`config.mk`:
```
export PLATFORM = sky130hd
export DESIGN_NAME = addr_tenure_term
export DESIGN_NICKNAME = d
export VERILOG_FILES = /design/src/rtl/att_pkg.sv /design/src/rtl/att_dly_cnt.sv /design/src/rtl/att_retry_cap.sv /design/src/rtl/addr_tenure_term.sv
export SDC_FILE = /design/constraint.sdc
export NUM_CORES = 1
export LEC_CHECK = 0
export BUFFER_PORTS_ARGS = -buffer_cell sky130_fd_sc_hd__buf_4
export CAP_MARGIN = 10
export CELL_PAD_IN_SITES_DETAIL_PLACEMENT = 1
export CELL_PAD_IN_SITES_GLOBAL_PLACEMENT = 1
export CORE_UTILIZATION = 38
export DETAILED_ROUTE_END_ITERATION = 10
export PLACE_DENSITY = 0.79
export SYNTH_ARGS = -nofsm -noshare
export SYNTH_HDL_FRONTEND = slang
export SYNTH_SLANG_ARGS = --single-unit
```
`constraint.sdc`:
```
create_clock -name clk -period 1.9 [get_ports clk]
set_clock_uncertainty 0.2 [all_clocks]
set_input_delay 0.19 -clock clk [delete_from_list [all_inputs] [get_ports clk]]
set_output_delay 0.19 -clock clk [all_outputs]
set_load 0.005 [all_outputs]
```
`src/rtl/att_pkg.sv`:
```
package att_pkg;

    typedef enum logic [2:0] {
        ST_IDLE,
        ST_HITWIN,
        ST_CACHE,
        ST_CWIN,
        ST_DRV_LO,
        ST_DRV_HI
    } att_state_e;

    typedef struct packed {
        att_state_e state;
        logic       oe;
        logic       drv_n;
    } att_ctl_s;

endpackage

```
`src/rtl/att_dly_cnt.sv`:
```
module att_dly_cnt #(
    parameter int ACK_DLY = 4
) (
    input  logic clk,
    input  logic rst_n,
    input  logic start_i,
    input  logic adv_i,
    output logic expired_o
);
    localparam int CW = $clog2(ACK_DLY + 1);

    logic [CW-1:0] cnt_d, cnt_q;

    always_comb begin
        cnt_d = cnt_q;
        if (start_i)
            cnt_d = CW'(1);
        else if (adv_i)
            cnt_d = cnt_q + CW'(1);
    end

    always_ff @(posedge clk or negedge rst_n) begin
        if (!rst_n) cnt_q <= '0;
        else        cnt_q <= cnt_d;
    end

    assign expired_o = (cnt_q == CW'(ACK_DLY));

    AST_CNT_IN_RANGE: assert property (@(posedge clk) disable iff (!rst_n)
        cnt_q <= CW'(ACK_DLY));

endmodule

```
`src/rtl/att_retry_cap.sv`:
```
module att_retry_cap (
    input  logic clk,
    input  logic rst_n,
    input  logic sample_i,
    input  logic artry_i,
    output logic done_valid_o,
    output logic done_retry_o
);
    typedef struct packed {
        logic vld;
        logic rty;
    } cap_s;

    cap_s cap_d, cap_q;

    always_comb begin
        cap_d     = cap_q;
        cap_d.vld = sample_i;
        if (sample_i)
            cap_d.rty = artry_i;
    end

    always_ff @(posedge clk or negedge rst_n) begin
        if (!rst_n) cap_q <= '0;
        else        cap_q <= cap_d;
    end

    assign done_valid_o = cap_q.vld;
    assign done_retry_o = cap_q.rty;

    AST_DONE_SINGLE: assert property (@(posedge clk) disable iff (!rst_n)
        cap_q.vld |=> !cap_q.vld);

endmodule

```
`src/rtl/addr_tenure_term.sv`:
```
module addr_tenure_term #(
    parameter int ACK_DLY = 4
) (
    input  logic clk,
    input  logic rst_n,
    input  logic ts_i,
    input  logic hit_n_i,
    input  logic aack_n_i,
    input  logic artry_n_i,
    output logic aack_n_o,
    output logic aack_oe_o,
    output logic done_valid_o,
    output logic done_retry_o
);
    import att_pkg::*;

    logic hit, line_ack, artry;
    logic cnt_start, cnt_adv, cnt_expired, win_sample;
    att_ctl_s ctl_d, ctl_q;

    assign hit      = ~hit_n_i;
    assign line_ack = ~aack_n_i;
    assign artry    = ~artry_n_i;

    att_dly_cnt #(.ACK_DLY(ACK_DLY)) u_dly (
        .clk       (clk),
        .rst_n     (rst_n),
        .start_i   (cnt_start),
        .adv_i     (cnt_adv),
        .expired_o (cnt_expired)
    );

    att_retry_cap u_cap (
        .clk          (clk),
        .rst_n        (rst_n),
        .sample_i     (win_sample),
        .artry_i      (artry),
        .done_valid_o (done_valid_o),
        .done_retry_o (done_retry_o)
    );

    always_comb begin
        ctl_d      = ctl_q;
        cnt_start  = 1'b0;
        cnt_adv    = 1'b0;
        win_sample = 1'b0;
        unique case (ctl_q.state)
            ST_IDLE: begin
                if (ts_i) begin
                    ctl_d.state = ST_HITWIN;
                    cnt_start   = 1'b1;
                end
            end
            ST_HITWIN: begin
                if (hit) begin
                    ctl_d.state = ST_CACHE;
                end else if (cnt_expired) begin
                    ctl_d.state = ST_DRV_LO;
                    ctl_d.oe    = 1'b1;
                    ctl_d.drv_n = 1'b0;
                end else begin
                    cnt_adv = 1'b1;
                end
            end
            ST_CACHE: begin
                if (line_ack) ctl_d.state = ST_CWIN;
            end
            ST_CWIN: begin
                win_sample  = 1'b1;
                ctl_d.state = ST_IDLE;
            end
            ST_DRV_LO: begin
                ctl_d.state = ST_DRV_HI;
                ctl_d.drv_n = 1'b1;
            end
            ST_DRV_HI: begin
                win_sample  = 1'b1;
                ctl_d.state = ST_IDLE;
                ctl_d.oe    = 1'b0;
            end
            default: ctl_d.state = ST_IDLE;
        endcase
    end

    always_ff @(posedge clk or negedge rst_n) begin
        if (!rst_n) ctl_q <= '{state: ST_IDLE, oe: 1'b0, drv_n: 1'b1};
        else        ctl_q <= ctl_d;
    end

    assign aack_n_o  = ctl_q.drv_n;
    assign aack_oe_o = ctl_q.oe;

    AST_ENABLE_STARTS_LOW: assert property (@(posedge clk) disable iff (!rst_n)
        $rose(aack_oe_o) |-> !aack_n_o);
    AST_LOW_THEN_HIGH: assert property (@(posedge clk) disable iff (!rst_n)
        (aack_oe_o && !aack_n_o) |=> (aack_oe_o && aack_n_o));
    AST_HIGH_THEN_FLOAT: assert property (@(posedge clk) disable iff (!rst_n)
        (aack_oe_o && aack_n_o) |=> !aack_oe_o);
    AST_NO_DRIVE_AFTER_HIT: assert property (@(posedge clk) disable iff (!rst_n)
        (ctl_q.state == ST_HITWIN && hit) |=> !aack_oe_o);
    AST_DONE_AFTER_ACK: assert property (@(posedge clk) disable iff (!rst_n)
        done_valid_o |-> $past(line_ack, 2));

endmodule

```
After elaboration in Yosys (flattened, before gate mapping)
Index checks and enable logic that the tools add are counted.
{"block": "word_totals", "output_inout_bits": 4, "ram_bits": 0, "register_bits": 10, "romBits": 0, "wordCells": 43, "input_bits": 6, "latchBits": 0, "n_memories": 0}
{"block": "classes", "bitwise": 1, "n_lt_le_gt_ge": 0, "div_mod_pow": 0, "muxes": 16, "reduce_logical": 8, "shifts": 0, "addsub": 1, "n_eq_ne": 11, "mul": 0}
{"operator": "$mux 3", "n": 5}
{"operator": "$pmux 3 s4", "n": 1}
{"operator": "$eq 3x3->1 const B", "n": 3}
{"operator": "$reduce_and 3->1", "n": 3}
{"operator": "$ne 2x2->1 const B", "n": 4}
{"operator": "$eq 3x2->1 const B", "n": 2}
{"operator": "$mux 1", "n": 6}
{"operator": "$reduce_bool 2->1", "n": 3}
{"operator": "$mux 5", "n": 1}
{"operator": "$pmux 1 s2", "n": 2}
{"operator": "$add 3x1->3 const B", "n": 1}
{"operator": "$eq 3x1->1 const B", "n": 1}
{"operator": "$logic_not 3->1", "n": 1}
{"operator": "$ne 3x3->1 const B", "n": 1}
{"operator": "$mux 2", "n": 1}
{"operator": "$reduce_or 2->1", "n": 1}
{"operator": "$not 1->1", "n": 1}

Logic depth before layout (Yosys ltp)
Gate-level depths: netlist of run 1.
{"block": "logic_depth", "word_depth": 6, "mapped_depth": 5, "ltp_nobuf": 5}

Cells and area by module
From an unflattened synthesis of run 1, not the netlist that was laid out.
{"block": "hier_totals", "cells_unflattened": 49, "hier_area_um2": 525.5}
{"module": "addr_tenure_term", "cells_per_inst": 31, "seq_area_each_um2": 126.4, "instances": 1, "area_per_inst_um2": 295.3}
{"module": "att_dly_cnt", "cells_per_inst": 15, "seq_area_each_um2": 75.1, "instances": 1, "area_per_inst_um2": 165.2}
{"module": "att_retry_cap", "cells_per_inst": 3, "seq_area_each_um2": 50.0, "instances": 1, "area_per_inst_um2": 65.1}

Worst setup path after synthesis of run 1
OpenSTA, ideal clock, no wires.
{"block": "synth_path", "path_kind": "reg-to-reg", "startpoint": "register ctl_q[4] (netlist name)", "endpoint": "register u_dly.cnt_q[1]", "arrival_time_ns": 1.215, "period_less_slack_ns": 1.534, "path_buffers": 1, "setup_ns": 0.120, "setup_slack_ns": 0.366, "required_ns": 1.580, "path_stages_with_launch": 4, "path_cell_list": "dfrtp_1 buf_6 or4b_4 a31o_1"}
{"block": "synth_via", "elab_chain_cells": 3, "elab_cells_between_ends": 6, "classes_between": "1 x eq/ne; 3 x mux; 2 x reduce/logical"}
{"element": "from (decl)", "line_no": "addr_tenure_term.sv:19", "rtl": "att_ctl_s ctl_d, ctl_q;"}
{"element": "from (signal assigned)", "line_no": "addr_tenure_term.sv:86", "rtl": "if (!rst_n) ctl_q <= '{state: ST_IDLE, oe: 1'b0, drv_n: 1'b1};"}
{"element": "from (signal assigned)", "line_no": "addr_tenure_term.sv:87", "rtl": "else ctl_q <= ctl_d;"}
{"element": "$eq 3x1->1 / $logic_not 3->1 (equally long branches)", "line_no": "addr_tenure_term.sv:47", "rtl": "unique case (ctl_q.state)"}
{"element": "$mux 1", "line_no": "addr_tenure_term.sv:47"}
{"element": "$reduce_bool 2->1 (no source line) / $mux 3 (equally long branches)"}
{"element": "to (signal assigned)", "line_no": "att_dly_cnt.sv:24", "rtl": "else cnt_q <= cnt_d;"}
{"element": "to (decl)", "line_no": "att_dly_cnt.sv:12", "rtl": "logic [CW-1:0] cnt_d, cnt_q;"}
Parallel ways exist; a longest one is shown, timed or not.
A chain may end at the register's enable or synchronous reset.

Worst setup path in the final report of run 1
{"block": "layout_path", "startpoint": "register ctl_q[3] (netlist name)", "endpoint": "register u_dly.cnt_q[0]"}
Same word-level chain as after synthesis.

==> results of run 1 <==
## layout by cell type, fill, tap and decap left out, types with 2 or more instances in the layout
cell and count:
dfrtp_1 9, mux2i_1 2, ha_1 2, nor2_1 6, dlygate4sd3_1 2, clkbuf_4 3
inv_1 5, nand2_1 5, buf_4 9, a21oi_1 2, o21ai_0 3
## worst min-delay path by stage
stage | to | slack [ns]
finish | ctl_q[3] | 0.06
global placement | u_dly.cnt_q[0] | -0.17
CTS | ctl_q[3] | 0.07
detailed placement | u_dly.cnt_q[2] | -0.17
floorplan | aack_oe_o | -0.31
global route | ctl_q[3] | 0.08
## layer usage
layer,vias up,track usage
met2,6,0.250
met3,0,0.0520
met5,-,0
met1,191,0.221
met4,0,0.0776
li1,193,-
## cells by family (layout without fill, tap and decap cells)
logic type	after synthesis	in the layout	synth area share
adders and majority gates	2	2	0.0491
DFF	10	10	0.494
muxes	4	4	0.0835
buffers and inverters	7	20	0.0688
xor gates and xnor gates	1	1	0.0172
AOI/OAI and AO/OA	8	8	0.106
and+or+nand+nor	17	17	0.182
## power by group through the flow
stage | combinational [uW] | clock [uW] | sequential [uW]
floorplan | 204 | 0 | 366
global placement | 279 | 0 | 398
detailed placement | 288 | 0 | 404
CTS | 297 | 166 | 399
global route | 326 | 181 | 411
finish | 289 | 169 | 397
## worst min-delay path, stage by stage
cell and delay, ns:
buf_4 0.09, nor3b_1 0.04, a21oi_1 0.12, nor2_1 0.05
## repair_timing
item,CTS,global route
endpoints found under the hold margin,11,0
hold buffers,2,0
setup buffers,0,0
## metrics by stage
step	utilization	std cells	area, um^2	total power, uW	hold slack (ns)
5_1_grt	0.533	76	624	918	0.0817
4_1_cts	0.533	76	624	861	0.0684
3_3_place_gp	0.494	70	578	677	-0.174
6_report	0.533	76	624	854	0.0573
2_1_floorplan	-	49	509	569	-0.306
3_5_place_dp	0.494	70	578	692	-0.172
## state kept, by name (all words and copies together) (netlist names)
signal / cells
u_cap.done_valid_o: 1
u_dly.cnt_q: 3
aack_n_o: 1
aack_oe_o: 1
u_cap.done_retry_o: 1
ctl_q: 3
## final cells by class
type	instances	area, um^2	area share
Sequential cell	10	251	0.403
Multi-Input combinational cell	32	223	0.357
Timing Repair Buffer	11	87.6	0.140
Clock buffer	4	26.3	0.0421
Inverter	5	18.8	0.0301
Tap cell	14	17.5	0.0281
==> flow_metrics.tcl, run 1 <==
set metrics [dict create \
    ys_types 23 \
    pwr-share-comb 0.338 \
    final_hold_viol_count 0 \
    vias 390 \
    grt.overflow.total 0 \
    tns_ns 0 \
    num_rows 12 \
    post_cts_resized 0 \
    die_w_um 38.6 \
    drc 0 \
    path_cells "and4bb_1 -> nand2_1 -> mux2_1" \
    setup_viol 0 \
    ys_top_cells_by_count "9 x dfrtp_1, 6 x nor2_1, 5 x inv_1, 5 x nand2_1, 3 x o21ai_0" \
    synthesis.instances 49 \
    drt-initial-drc-count 7 \
    clk_latency_ns 0.27 \
    dr_wl_met2_um 486 \
    grt_use_total 0.168 \
    synthArstFlopShare 1.00 \
    power_switching_uw 305 \
    start_kind "register" \
    intPower_uw 549 \
    worst_r2r_endpoint "u_dly.cnt_q[0]" \
    critical_path_buf_inv_count 0 \
    seq_area_frac_synth 0.494 \
    synth_area_um2 509 \
    grt_pass1_wl_um 1600 \
    worst_slack_ns 0.272 \
    dieArea_mm2 0.00149 \
    power.density_mw_per_mm2 1370 \
    chipHeight_um 38.6 \
    p_sw_frac 0.357 \
    maxSlewViolCount 0 \
    numCtsBuffers 3 \
    clockPowerShare 0.197 \
    period_minus_slack_ns 1.63 \
    dr_wl_met3_um 34 \
    synth_flop_cell "dfrtp_1" \
    pre_cts_slack_ns 0.270 \
    routed_wl_um 1050 \
    ios 10 \
    rsz0062_at_grt "false" \
    diodes 0 \
    via_per_inst 5.13 \
    synth.avg_cell_area_um2 10.4 \
    crit_start "ctl_q[3]" \
    synthTopCellsByArea "dfrtp_1 44%, dfstp_2 5.2%, ha_1 4.9%" \
    hp-class "input port to register" \
    crit_path_end "u_dly.cnt_q[0]" \
    wl_met1_um 524 \
    core_mm2 0.00117 \
    cp_slowest_cell "dfrtp_1" \
    path_class "register to register" \
    p_leak_uw 0.000301 \
    r2r_slack_ns 0.27 \
    area_growth_pct 22.6 \
    slew_headroom 0.755 \
    finalNetCount 71 \
    antenna_found_initial 0 \
    place_congestion 0.720 \
    cts-root-buf "clkbuf_4" \
    io_buffers 9 \
    fillers 137 \
    worstHoldPathCells 4 \
    fmax_mhz 614 \
    hold_start "hit_n_i" \
    postRouteAntennaNets 0 \
    worst_slew_pin_slew_ns 0.367 \
    end_kind "register" \
    crit_arrival_ns 1.59 \
    post-dp-hpwl_um 743 \
    fin_crit_sh 0.857 \
    cpPeakStageDelay_ns 0.51 \
    ir_worst_vdd_mv 0.618 \
    first_pass_iters 2 \
    drive_gt1_frac 0.258 \
    clkTransAtPathRegs_ns 0.08 \
    highest_layer "met3" \
    ys_seq_elements 10 \
    path_delay_family "flip-flops" \
    cp.depth 3 \
    yosysTopAreaCell "dfrtp_1" \
    outcome "completed" \
    start_util 0.435 \
    seq_power_share 0.465 \
    reg2reg_from "ctl_q[3]" \
    synth_most_common_cell "dfrtp_1" \
    cts.path.max_buffers 2 \
    synth_top_area_share 0.442 \
    cts_tree "done" \
    synth_nets 57 \
    max_cap_viol_count 0 \
    cp.required_ns 1.86 \
    grt_max_degree 13 \
    grt_pass1_vias 334 \
    cp_max_fo 12 \
    avgRoutedWirePerCell_um 13.8 \
    rr_worst_depth 3 \
    cts_htree_levels 1 \
    ys_warn_count 0 \
    synth_edf_count 0 \
    cts_sinks 10 \
]
Power figures use the tool's default switching activity.
==> run 2, diff against run 1 <==
- REMOVE_ABC_BUFFERS: unset -> 1
==> flow_metrics.tcl, run 2 (synthesis gave the netlist of run 1 again) <==
set metrics [dict create \
    worst_slew_pin_slew_ns 0.363 \
    grt.overflow.total 0 \
    drc 0 \
    path_cells "and4bb_1 -> nand2_1 -> mux2_1" \
    crit_start "ctl_q[3]" \
    path_class "register to register" \
    vias 389 \
    slew_headroom 0.758 \
    hold_end "ctl_q[3]" \
    chipHeight_um 38.6 \
    cpPeakStageDelay_ns 0.51 \
    core_mm2 0.00117 \
    r2r_slack_ns 0.29 \
    first_pass_iters 2 \
    routed_wl_um 1060 \
    top_regs "ctl_q (3), u_dly.cnt_q (3)" \
    cts.path.max_buffers 2 \
    place_congestion 0.754 \
    rr_worst_depth 3 \
    drive_gt1_frac 0.258 \
    clkTransAtPathRegs_ns 0.07 \
    place_area_um2 578 \
    grt_pass1_wl_um 1650 \
    total_power_uw 850 \
    cts_tree "done" \
    p_leak_uw 0.000301 \
    setup_viol 0 \
    io_buffers 9 \
    crit_arrival_ns 1.56 \
    avgRoutedWirePerCell_um 13.9 \
    finalNetCount 71 \
    diodes 0 \
    ios 10 \
    numCtsBuffers 3 \
    worstHoldPathCells 4 \
    cp.required_ns 1.85 \
    num_rows 12 \
    period_minus_slack_ns 1.61 \
    power.density_mw_per_mm2 1360 \
    post_cts_resized 0 \
    p_sw_frac 0.352 \
    antenna_found_initial 0 \
    clockPowerShare 0.182 \
    tns_ns 0 \
    via_per_inst 5.12 \
    grt_pass1_vias 357 \
    fmax_mhz 622 \
    fin_util 0.533 \
    max_cap_viol_count 0 \
    power_switching_uw 299 \
    fin_crit_sh 0.847 \
    final_hold_viol_count 0 \
    hold_start "hit_n_i" \
    intPower_uw 551 \
    hold_slack_ns 0.0622 \
    cts-root-buf "clkbuf_4" \
    end_kind "register" \
    ir_worst_vdd_mv 0.642 \
    grt_max_degree 13 \
    cts_sinks 10 \
    cts_htree_levels 1 \
    pwr-share-comb 0.350 \
    outcome "completed" \
    die_w_um 38.6 \
    most-common-layout-cells "9 x dfrtp_1, 9 x buf_4, 6 x nor2_1" \
    area_growth_pct 22.6 \
    cp_slowest_cell "dfrtp_1" \
    grt_use_total 0.182 \
    rsz0062_at_grt "false" \
    postRouteAntennaNets 0 \
    cp_max_fo 12 \
    dieArea_mm2 0.00149 \
    maxSlewViolCount 0 \
    seq_power_share 0.467 \
    drt-initial-drc-count 1 \
    clk_latency_ns 0.27 \
    post-dp-hpwl_um 785 \
    fin_area_um2 624 \
    hp-class "input port to register" \
    start_util 0.435 \
    start_kind "register" \
    worst_r2r_endpoint "u_dly.cnt_q[0]" \
    reg2reg_from "ctl_q[3]" \
]
==> run 2: worst max-delay path by stage <==
| stage | cells past startpoint | slack [ns] | end |
|---|---|---|---|
| final | 3 | 0.29 | u_dly.cnt_q[0] |
| after global routing | 3 | 0.20 | u_dly.cnt_q[0] |
| after CTS | 3 | 0.29 | u_dly.cnt_q[0] |
| after detailed placement | 2 | 0.30 | u_dly.cnt_q[1] |
| after global placement | 3 | 0.31 | u_dly.cnt_q[0] |
| after floorplan | 2 | 0.40 | u_dly.cnt_q[1] |
==> run 2: area by class of cell <==
class	instances	area [um^2]
Fill cell	147	547
Sequential cell	10	251
Multi-Input combinational cell	32	223
Timing Repair Buffer	11	87.6
Clock buffer	4	26.3
Inverter	5	18.8
Tap cell	14	17.5
==> run 2: worst max-delay path: cells and delay by family (launching register included) <==
family	cells	cell delay (ns)
flops	1	0.51
mux	1	0.32
simple gates	2	0.46
==> run 2: routing by layer <==
layer  GRT usage  part of all wire  vias up
met5           0                 0        -
met4       0.129             0.030        0
met3      0.0867             0.049        5
met2       0.242              0.41       10
met1       0.225              0.51      180
li1            -                 -      194
==> run 2: metrics by stage <==
step	std cells	worst slack (ns)
after floorplan	47	0.400
after global placement	70	0.314
after detailed placement	70	0.299
after CTS	76	0.287
after global routing	76	0.200
final	76	0.291
==> run 2: power groups by stage <==
stage / Sequential, uW / Combinational (uW) / Clock (uW)
after floorplan: 383 / 176 / 0
after global placement: 397 / 278 / 0
after detailed placement: 401 / 299 / 0
after CTS: 397 / 305 / 162
after global routing: 414 / 337 / 176
final: 397 / 298 / 155
==> run 2: repair_timing <==
action                                 in CTS  in global routing
endpoints found under the hold margin      11                  0
setup buffers                               0                  0
hold buffers                                2                  0
